[config.mk]
export PLATFORM = sky130hd
export DESIGN_NAME = pwm_bank
export DESIGN_NICKNAME = d
export VERILOG_FILES = /design/src/rtl/pwm_pkg.sv /design/src/rtl/pwm_prescale.sv /design/src/rtl/pwm_channel.sv /design/src/rtl/pwm_bank.sv
export SDC_FILE = /design/constraint.sdc
export NUM_CORES = 1
export LEC_CHECK = 0
export BUFFER_PORTS_ARGS = -buffer_cell sky130_fd_sc_hd__buf_2
export CORE_MARGIN = 2
export CORE_UTILIZATION = 50
export DETAILED_ROUTE_END_ITERATION = 6
export GPL_TIMING_DRIVEN = 0
export MAX_ROUTING_LAYER = met4
export PLACE_DENSITY = 0.64
export SETUP_SLACK_MARGIN = 0.2
export SLEW_MARGIN = 20
export SYNTH_ARGS = -nofsm -noshare
export SYNTH_HDL_FRONTEND = slang
export SYNTH_SLANG_ARGS = --single-unit
[constraint.sdc]
create_clock -name clk -period 6.46 [get_ports clk]
set_clock_uncertainty 0.1 [all_clocks]
set_input_delay 1.292 -clock clk [delete_from_list [all_inputs] [get_ports clk]]
set_output_delay 1.292 -clock clk [all_outputs]
set_load 0.1 [all_outputs]
[src/rtl/pwm_pkg.sv]
package pwm_pkg;

    localparam int CODE_W = 4;
    localparam int DIV_W  = 17;
    localparam int CTRL_W = 8;

    // Control word bit positions
    localparam int CB_GATE = 0;
    localparam int CB_EN   = 1;
    localparam int CB_BYP  = 2;
    localparam int CB_POL  = 3;
    localparam int CB_CODE = 4;

    typedef enum logic [1:0] {
        SEL_CTRL   = 2'd0,
        SEL_PERIOD = 2'd1,
        SEL_ACTIVE = 2'd2,
        SEL_STATUS = 2'd3
    } field_sel_e;

    // Reference cycles per tick; zero marks an unused code
    function automatic logic [DIV_W-1:0] code_ratio(input logic [CODE_W-1:0] code);
        logic [DIV_W-1:0] r;
        case (code)
            4'd15:   r = DIV_W'(1);
            4'd0:    r = DIV_W'(120);
            4'd1:    r = DIV_W'(180);
            4'd2:    r = DIV_W'(240);
            4'd3:    r = DIV_W'(360);
            4'd4:    r = DIV_W'(480);
            4'd8:    r = DIV_W'(12000);
            4'd9:    r = DIV_W'(24000);
            4'd10:   r = DIV_W'(36000);
            4'd11:   r = DIV_W'(48000);
            4'd12:   r = DIV_W'(72000);
            default: r = '0;
        endcase
        return r;
    endfunction

    function automatic logic code_valid(input logic [CODE_W-1:0] code);
        return code_ratio(code) != '0;
    endfunction

endpackage

[src/rtl/pwm_prescale.sv]
module pwm_prescale
    import pwm_pkg::*;
#(
    parameter int DW = DIV_W
) (
    input  logic              clk,
    input  logic              rst_n,
    input  logic              run,
    input  logic [CODE_W-1:0] code,
    output logic              tick
);

    logic [DW-1:0] ratio;
    logic          valid;
    logic [DW-1:0] div_d, div_q;

    always_comb begin
        ratio = DW'(code_ratio(code));
        valid = ratio != '0;
        div_d = div_q;
        tick  = 1'b0;
        if (!run || !valid) begin
            div_d = '0;
        end else if (div_q == ratio - DW'(1)) begin
            div_d = '0;
            tick  = 1'b1;
        end else begin
            div_d = div_q + DW'(1);
        end
    end

    always_ff @(posedge clk) begin
        if (!rst_n) div_q <= '0;
        else        div_q <= div_d;
    end

    // the divider never passes the ratio of the applied code
    a_r1_div_in_range: assert property (@(posedge clk) disable iff (!rst_n)
        (run && valid) |-> (div_q < ratio));

    // an unused code keeps the divider parked
    a_r2_div_parked: assert property (@(posedge clk) disable iff (!rst_n)
        (!valid) |=> (div_q == '0));

endmodule

[src/rtl/pwm_channel.sv]
module pwm_channel
    import pwm_pkg::*;
#(
    parameter int CNT_W = 16
) (
    input  logic             clk,
    input  logic             rst_n,
    input  logic             wr_en,
    input  logic [1:0]       wr_sel,
    input  logic [CNT_W-1:0] wr_data,
    output logic             pwm_out,
    output logic [CNT_W-1:0] ctrl_word,
    output logic [CNT_W-1:0] period_word,
    output logic [CNT_W-1:0] active_word,
    output logic             busy
);

    localparam int PAD_W = CNT_W - CTRL_W;

    typedef struct packed {
        logic              gate;
        logic              en;
        logic              byp;
        logic              pol;
        logic [CODE_W-1:0] code_sh;
        logic [CODE_W-1:0] code;
        logic [CNT_W-1:0]  per_sh;
        logic [CNT_W-1:0]  per;
        logic [CNT_W-1:0]  act_sh;
        logic [CNT_W-1:0]  act;
        logic [CNT_W-1:0]  cnt;
        logic              busy;
    } chan_s;

    chan_s s_d, s_q;
    logic  run, code_ok, tick, boundary, lvl;

    assign run     = s_q.gate & s_q.en;
    assign code_ok = code_valid(s_q.code);

    pwm_prescale #(.DW(DIV_W)) u_div (
        .clk   (clk),
        .rst_n (rst_n),
        .run   (run),
        .code  (s_q.code),
        .tick  (tick)
    );

    always_comb begin
        s_d      = s_q;
        boundary = tick && (s_q.cnt == s_q.per);

        if (wr_en) begin
            case (wr_sel)
                SEL_CTRL: begin
                    s_d.gate    = wr_data[CB_GATE];
                    s_d.en      = wr_data[CB_EN];
                    s_d.byp     = wr_data[CB_BYP];
                    s_d.pol     = wr_data[CB_POL];
                    s_d.code_sh = wr_data[CB_CODE +: CODE_W];
                    s_d.busy    = 1'b1;
                end
                SEL_PERIOD: begin
                    s_d.per_sh = wr_data;
                    s_d.busy   = 1'b1;
                end
                SEL_ACTIVE: begin
                    s_d.act_sh = wr_data;
                    s_d.busy   = 1'b1;
                end
                default: ;
            endcase
        end

        if (!run || !code_ok) begin
            s_d.cnt = '0;
        end else if (tick) begin
            s_d.cnt = boundary ? '0 : s_q.cnt + CNT_W'(1);
        end

        if (!run || !code_ok || boundary) begin
            s_d.code = s_d.code_sh;
            s_d.per  = s_d.per_sh;
            s_d.act  = s_d.act_sh;
            s_d.busy = 1'b0;
        end
    end

    always_ff @(posedge clk) begin
        if (!rst_n) s_q <= '0;
        else        s_q <= s_d;
    end

    assign lvl     = run && code_ok && (s_q.cnt < s_q.act);
    assign pwm_out = (run && s_q.byp) ? clk : (lvl ^ s_q.pol);

    assign ctrl_word   = {{PAD_W{1'b0}}, s_q.code_sh, s_q.pol, s_q.byp, s_q.en, s_q.gate};
    assign period_word = s_q.per_sh;
    assign active_word = s_q.act_sh;
    assign busy        = s_q.busy;

    // a stopped channel sits at its inactive level
    a_r7_off_inactive: assert property (@(posedge clk) disable iff (!rst_n)
        (!run) |-> (pwm_out == s_q.pol));

    // a stopped channel clears busy on the next edge
    a_r8_idle_not_busy: assert property (@(posedge clk) disable iff (!rst_n)
        (!run) |=> (!s_q.busy));

    // a new period is applied only where the count restarts
    a_r8_load_at_boundary: assert property (@(posedge clk) disable iff (!rst_n)
        (s_q.per != $past(s_q.per)) |-> (s_q.cnt == '0));

    // the counter stays inside the cycle
    a_r3_cnt_in_period: assert property (@(posedge clk) disable iff (!rst_n)
        s_q.cnt <= s_q.per);

    // an active field above the period means full duty
    a_r4_full_duty: assert property (@(posedge clk) disable iff (!rst_n)
        (run && code_ok && !s_q.byp && (s_q.act > s_q.per)) |-> (pwm_out != s_q.pol));

    // an unused code holds the inactive level
    a_r2_bad_code_inactive: assert property (@(posedge clk) disable iff (!rst_n)
        (run && !code_ok && !s_q.byp) |-> (pwm_out == s_q.pol));

endmodule

[src/rtl/pwm_bank.sv]
module pwm_bank
    import pwm_pkg::*;
#(
    parameter int NUM_CH = 4,
    parameter int CNT_W  = 16,
    localparam int CH_W  = (NUM_CH > 1) ? $clog2(NUM_CH) : 1
) (
    input  logic              clk,
    input  logic              rst_n,
    input  logic              wr_en,
    input  logic [CH_W-1:0]   wr_ch,
    input  logic [1:0]        wr_sel,
    input  logic [CNT_W-1:0]  wr_data,
    input  logic [CH_W-1:0]   rd_ch,
    input  logic [1:0]        rd_sel,
    output logic [CNT_W-1:0]  rd_data,
    output logic [NUM_CH-1:0] pwm_out
);

    logic [CNT_W-1:0]  ctrl_a [NUM_CH];
    logic [CNT_W-1:0]  per_a  [NUM_CH];
    logic [CNT_W-1:0]  act_a  [NUM_CH];
    logic [NUM_CH-1:0] busy_a;
    logic [CNT_W-1:0]  rd_d, rd_q;

    for (genvar g = 0; g < NUM_CH; g++) begin : g_ch
        logic hit;
        assign hit = wr_en && (wr_ch == CH_W'(g));

        pwm_channel #(.CNT_W(CNT_W)) u_ch (
            .clk         (clk),
            .rst_n       (rst_n),
            .wr_en       (hit),
            .wr_sel      (wr_sel),
            .wr_data     (wr_data),
            .pwm_out     (pwm_out[g]),
            .ctrl_word   (ctrl_a[g]),
            .period_word (per_a[g]),
            .active_word (act_a[g]),
            .busy        (busy_a[g])
        );
    end

    always_comb begin
        rd_d = '0;
        for (int i = 0; i < NUM_CH; i++) begin
            if (rd_ch == CH_W'(i)) begin
                case (rd_sel)
                    SEL_CTRL:   rd_d = ctrl_a[i];
                    SEL_PERIOD: rd_d = per_a[i];
                    SEL_ACTIVE: rd_d = act_a[i];
                    default:    rd_d = {{(CNT_W-1){1'b0}}, busy_a[i]};
                endcase
            end
        end
    end

    always_ff @(posedge clk) begin
        if (!rst_n) rd_q <= '0;
        else        rd_q <= rd_d;
    end

    assign rd_data = rd_q;

    // status reads carry only the busy bit
    a_r10_status_width: assert property (@(posedge clk) disable iff (!rst_n)
        ($past(rd_sel) == SEL_STATUS) |-> (rd_data[CNT_W-1:1] == '0));

endmodule

==> run metrics <==
Post-synth EDFFs=0; pin count of the biggest net entering global routing=14; Final Util=0.5736; final period utilization=0.8675; drt first-iter violations=1640; count leader, synth=dfxtp_1; P&R area growth vs syn=12.57%; final hold vios=0; Finished Layout Cells=approximately 3600; Syn Inst Count=2833; max_cap viols=0; Synth top area share=0.4336; critical path class=reg2out; Post-Syn Nets=just under 3000; max-slew violations=0; Inst Count DP=roughly 3500; R2R Setup Slk=2.14 ns; sequential area share after synthesis=0.4336; clock slew at reported path FFs=around 0.06 ns; grt met2 use=0.4619; grt peak-use layer=met2; met1 global-route usage=0.3769; core area=around 0.047 sq mm; Avg Inst Size Synth=~8.4 sq um; met3 usage=0.05686; Most used DFF post-synth=dfxtp_1; Overall Global Routing Usage=0.2960; # fillers=about 4200; Synth top cells by count=dfxtp_1, nand2_1, a21oi_1; CTS tree=yes; Setup Buffers After CTS=0; Post-synth ARST share=0; Yosys cell types=79; sw frac=0.2306; Synth area leaders=dfxtp_1, nand2_1, a21oi_1; initial antenna violation count=3; Internal=roughly 5.5 mW; PostCTS Resize Cnt=0; starting density of the core=0.5096; Worst Tran Pin Value=1.192 ns; Comb pwr share=0.044; Final ANT Viol Nets=0; post-DP HPWL=53.73 mm; WHS=about 0.36 ns; peak supply drop=approximately 0.2 mV; clk_lat worst skew=0.72 ns; share of cells above drive strength 1=0.06458; Port Buf Inserts=35; FF+latch count, synth=516; Power Total=7.085 mW; Tmin final=5.604 ns; Die Wd=approximately 220 um; Total Routed Length=71.93 mm; area leader, netlist=dfxtp_1; Flop pwr share=0.458; # DRC=0; # IOs=47; Final setup violation count=0; DR WL/cell=between 20 and 25 um; fmax=178.4 MHz; Ys Warns=0; CP required=5.07 ns; Lkg Pwr=roughly 10 nW; status=complete, no violations; cts-stage hold buffer count=0; Via Count=20834; Via density=roughly 5.8; mapped cell area=~0.024 sq mm; crit path launch type=flop; max_slew headroom=0.1951; RSZ-0062 raised after global routing=false; worst-path fanout max=8; GP Congestion=1.005; Fin Setup TNS=0 ns; global-route wire length before repair=111.9 mm; NetSw=around 1.6 mW; drt first pass iters=6; row count=79; GR Overflow Total=0; Arrival @ worst endpoint=about 4.2 ns; nets=3043; vias in the first global route=19865; die area=0.04941 sq mm; worst hold path class=reg2reg; Die Span Y=between 200 and 250 um; clock share of power=0.498; Worst setup EP type=output port; Power Dens Cells=264.2 mW/mm^2
==> flip-flops by register name (all words and copies together) (netlist names) <==
name and flops:
g_ch.u_ch.u_div.div_q 68, g_ch.u_ch.u_div.ratio 60, g_ch.u_ch.active_word 64, rd_data 16, g_ch.u_ch.busy 4, g_ch.u_ch.period_word 64
g_ch.u_ch.ctrl_word 32, g_ch.u_ch.s_q 208
==> power by group through the flow <==
stage	Clock [mW]	Sequential, mW	Combinational (mW)
after floorplan	0.00321	3.33	0.170
after global placement	0.00342	3.31	0.302
after detailed placement	0.00342	3.31	0.306
after CTS	3.58	3.24	0.307
after global routing	3.70	3.24	0.334
final	3.53	3.24	0.315
==> cell families (layout without fill, tap and decap cells) <==
| logic type | Yosys count | count (layout) | synth area share |
|---|---|---|---|
| and+or+nand+nor | 1090 | 1090 | 0.2089 |
| AOI/OAI and AO/OA | 600 | 600 | 0.1612 |
| DFF | 516 | 516 | 0.4336 |
| buffers and inverters | 260 | 400 | 0.04228 |
| xor gates and xnor gates | 231 | 231 | 0.08492 |
| adders and majority gates | 87 | 87 | 0.04569 |
| muxes | 49 | 49 | 0.02337 |
| other | 0 | 4 | 0 |
==> critical path, cell delays in order (launching register included) <==
cell,delay [ns]
dfxtp_1,0.30
clkbuf_1,0.19
nor3_1,0.48
nand4_1,0.29
o311ai_0,1.04
a2111oi_0,0.16
o31ai_1,0.18
xor2_1,0.12
a21oi_1,0.19
buf_4,0.13
buf_2,0.41
==> cell type report <==
cell class	count	area (sq um)	share of cell area
multi-input combinational	2057	12490	0.4656
sequential	516	10330	0.3852
clock buffer	85	1762	0.06569
tap	607	759.5	0.02832
buffer	144	570.5	0.02127
inverter	116	437.9	0.01633
clock inverter	24	306.5	0.01143
timing repair buffer	31	155.1	0.005785
antenna	4	10.01	0.0003732
==> worst paths after layout <==
| path | from | end | cells after the start |
|---|---|---|---|
| max | g_ch[0].u_ch.u_div.ratio[5] | pwm_out[0] | 10 |
| min | g_ch[1].u_ch.s_q[28] | g_ch[1].u_ch.s_q[28] | 2 |
| max reg2reg | g_ch[3].u_ch.u_div.ratio[3] | g_ch[3].u_ch.u_div.ratio[7] | 11 |
| min reg2reg | g_ch[1].u_ch.s_q[28] | g_ch[1].u_ch.s_q[28] | 2 |
==> metal layers <==
| layer | up-vias | share of wire |
|---|---|---|
| met5 | - | 0 |
| met4 | 0 | 0.036 |
| met1 | 9920 | 0.44 |
| met3 | 169 | 0.071 |
| met2 | 738 | 0.46 |
| li1 | 10007 | - |
==> cells in the final DEF, fill, tap and decap left out, drive strengths merged, types with 35 or more instances in the layout <==
master,n
nand2,420
o21ai,67
nor2,297
nor3,46
a21oi,297
ha,87
xnor2,94
nand4,48
o22a,92
inv,115
nor4,40
buf,59
and3,35
xor2,137
nand3,94
clkbuf,201
mux2i,41
dfxtp,516
==> stage by stage <==
step	setup slack, ns	cell area, sq um
after global placement	1.314	24760
after CTS	0.9064	26810
after floorplan	1.486	23820
final	0.8560	26820
after detailed placement	1.314	24760
after global routing	0.6818	26820
Note: power is estimated with default switching activity, not from simulation.
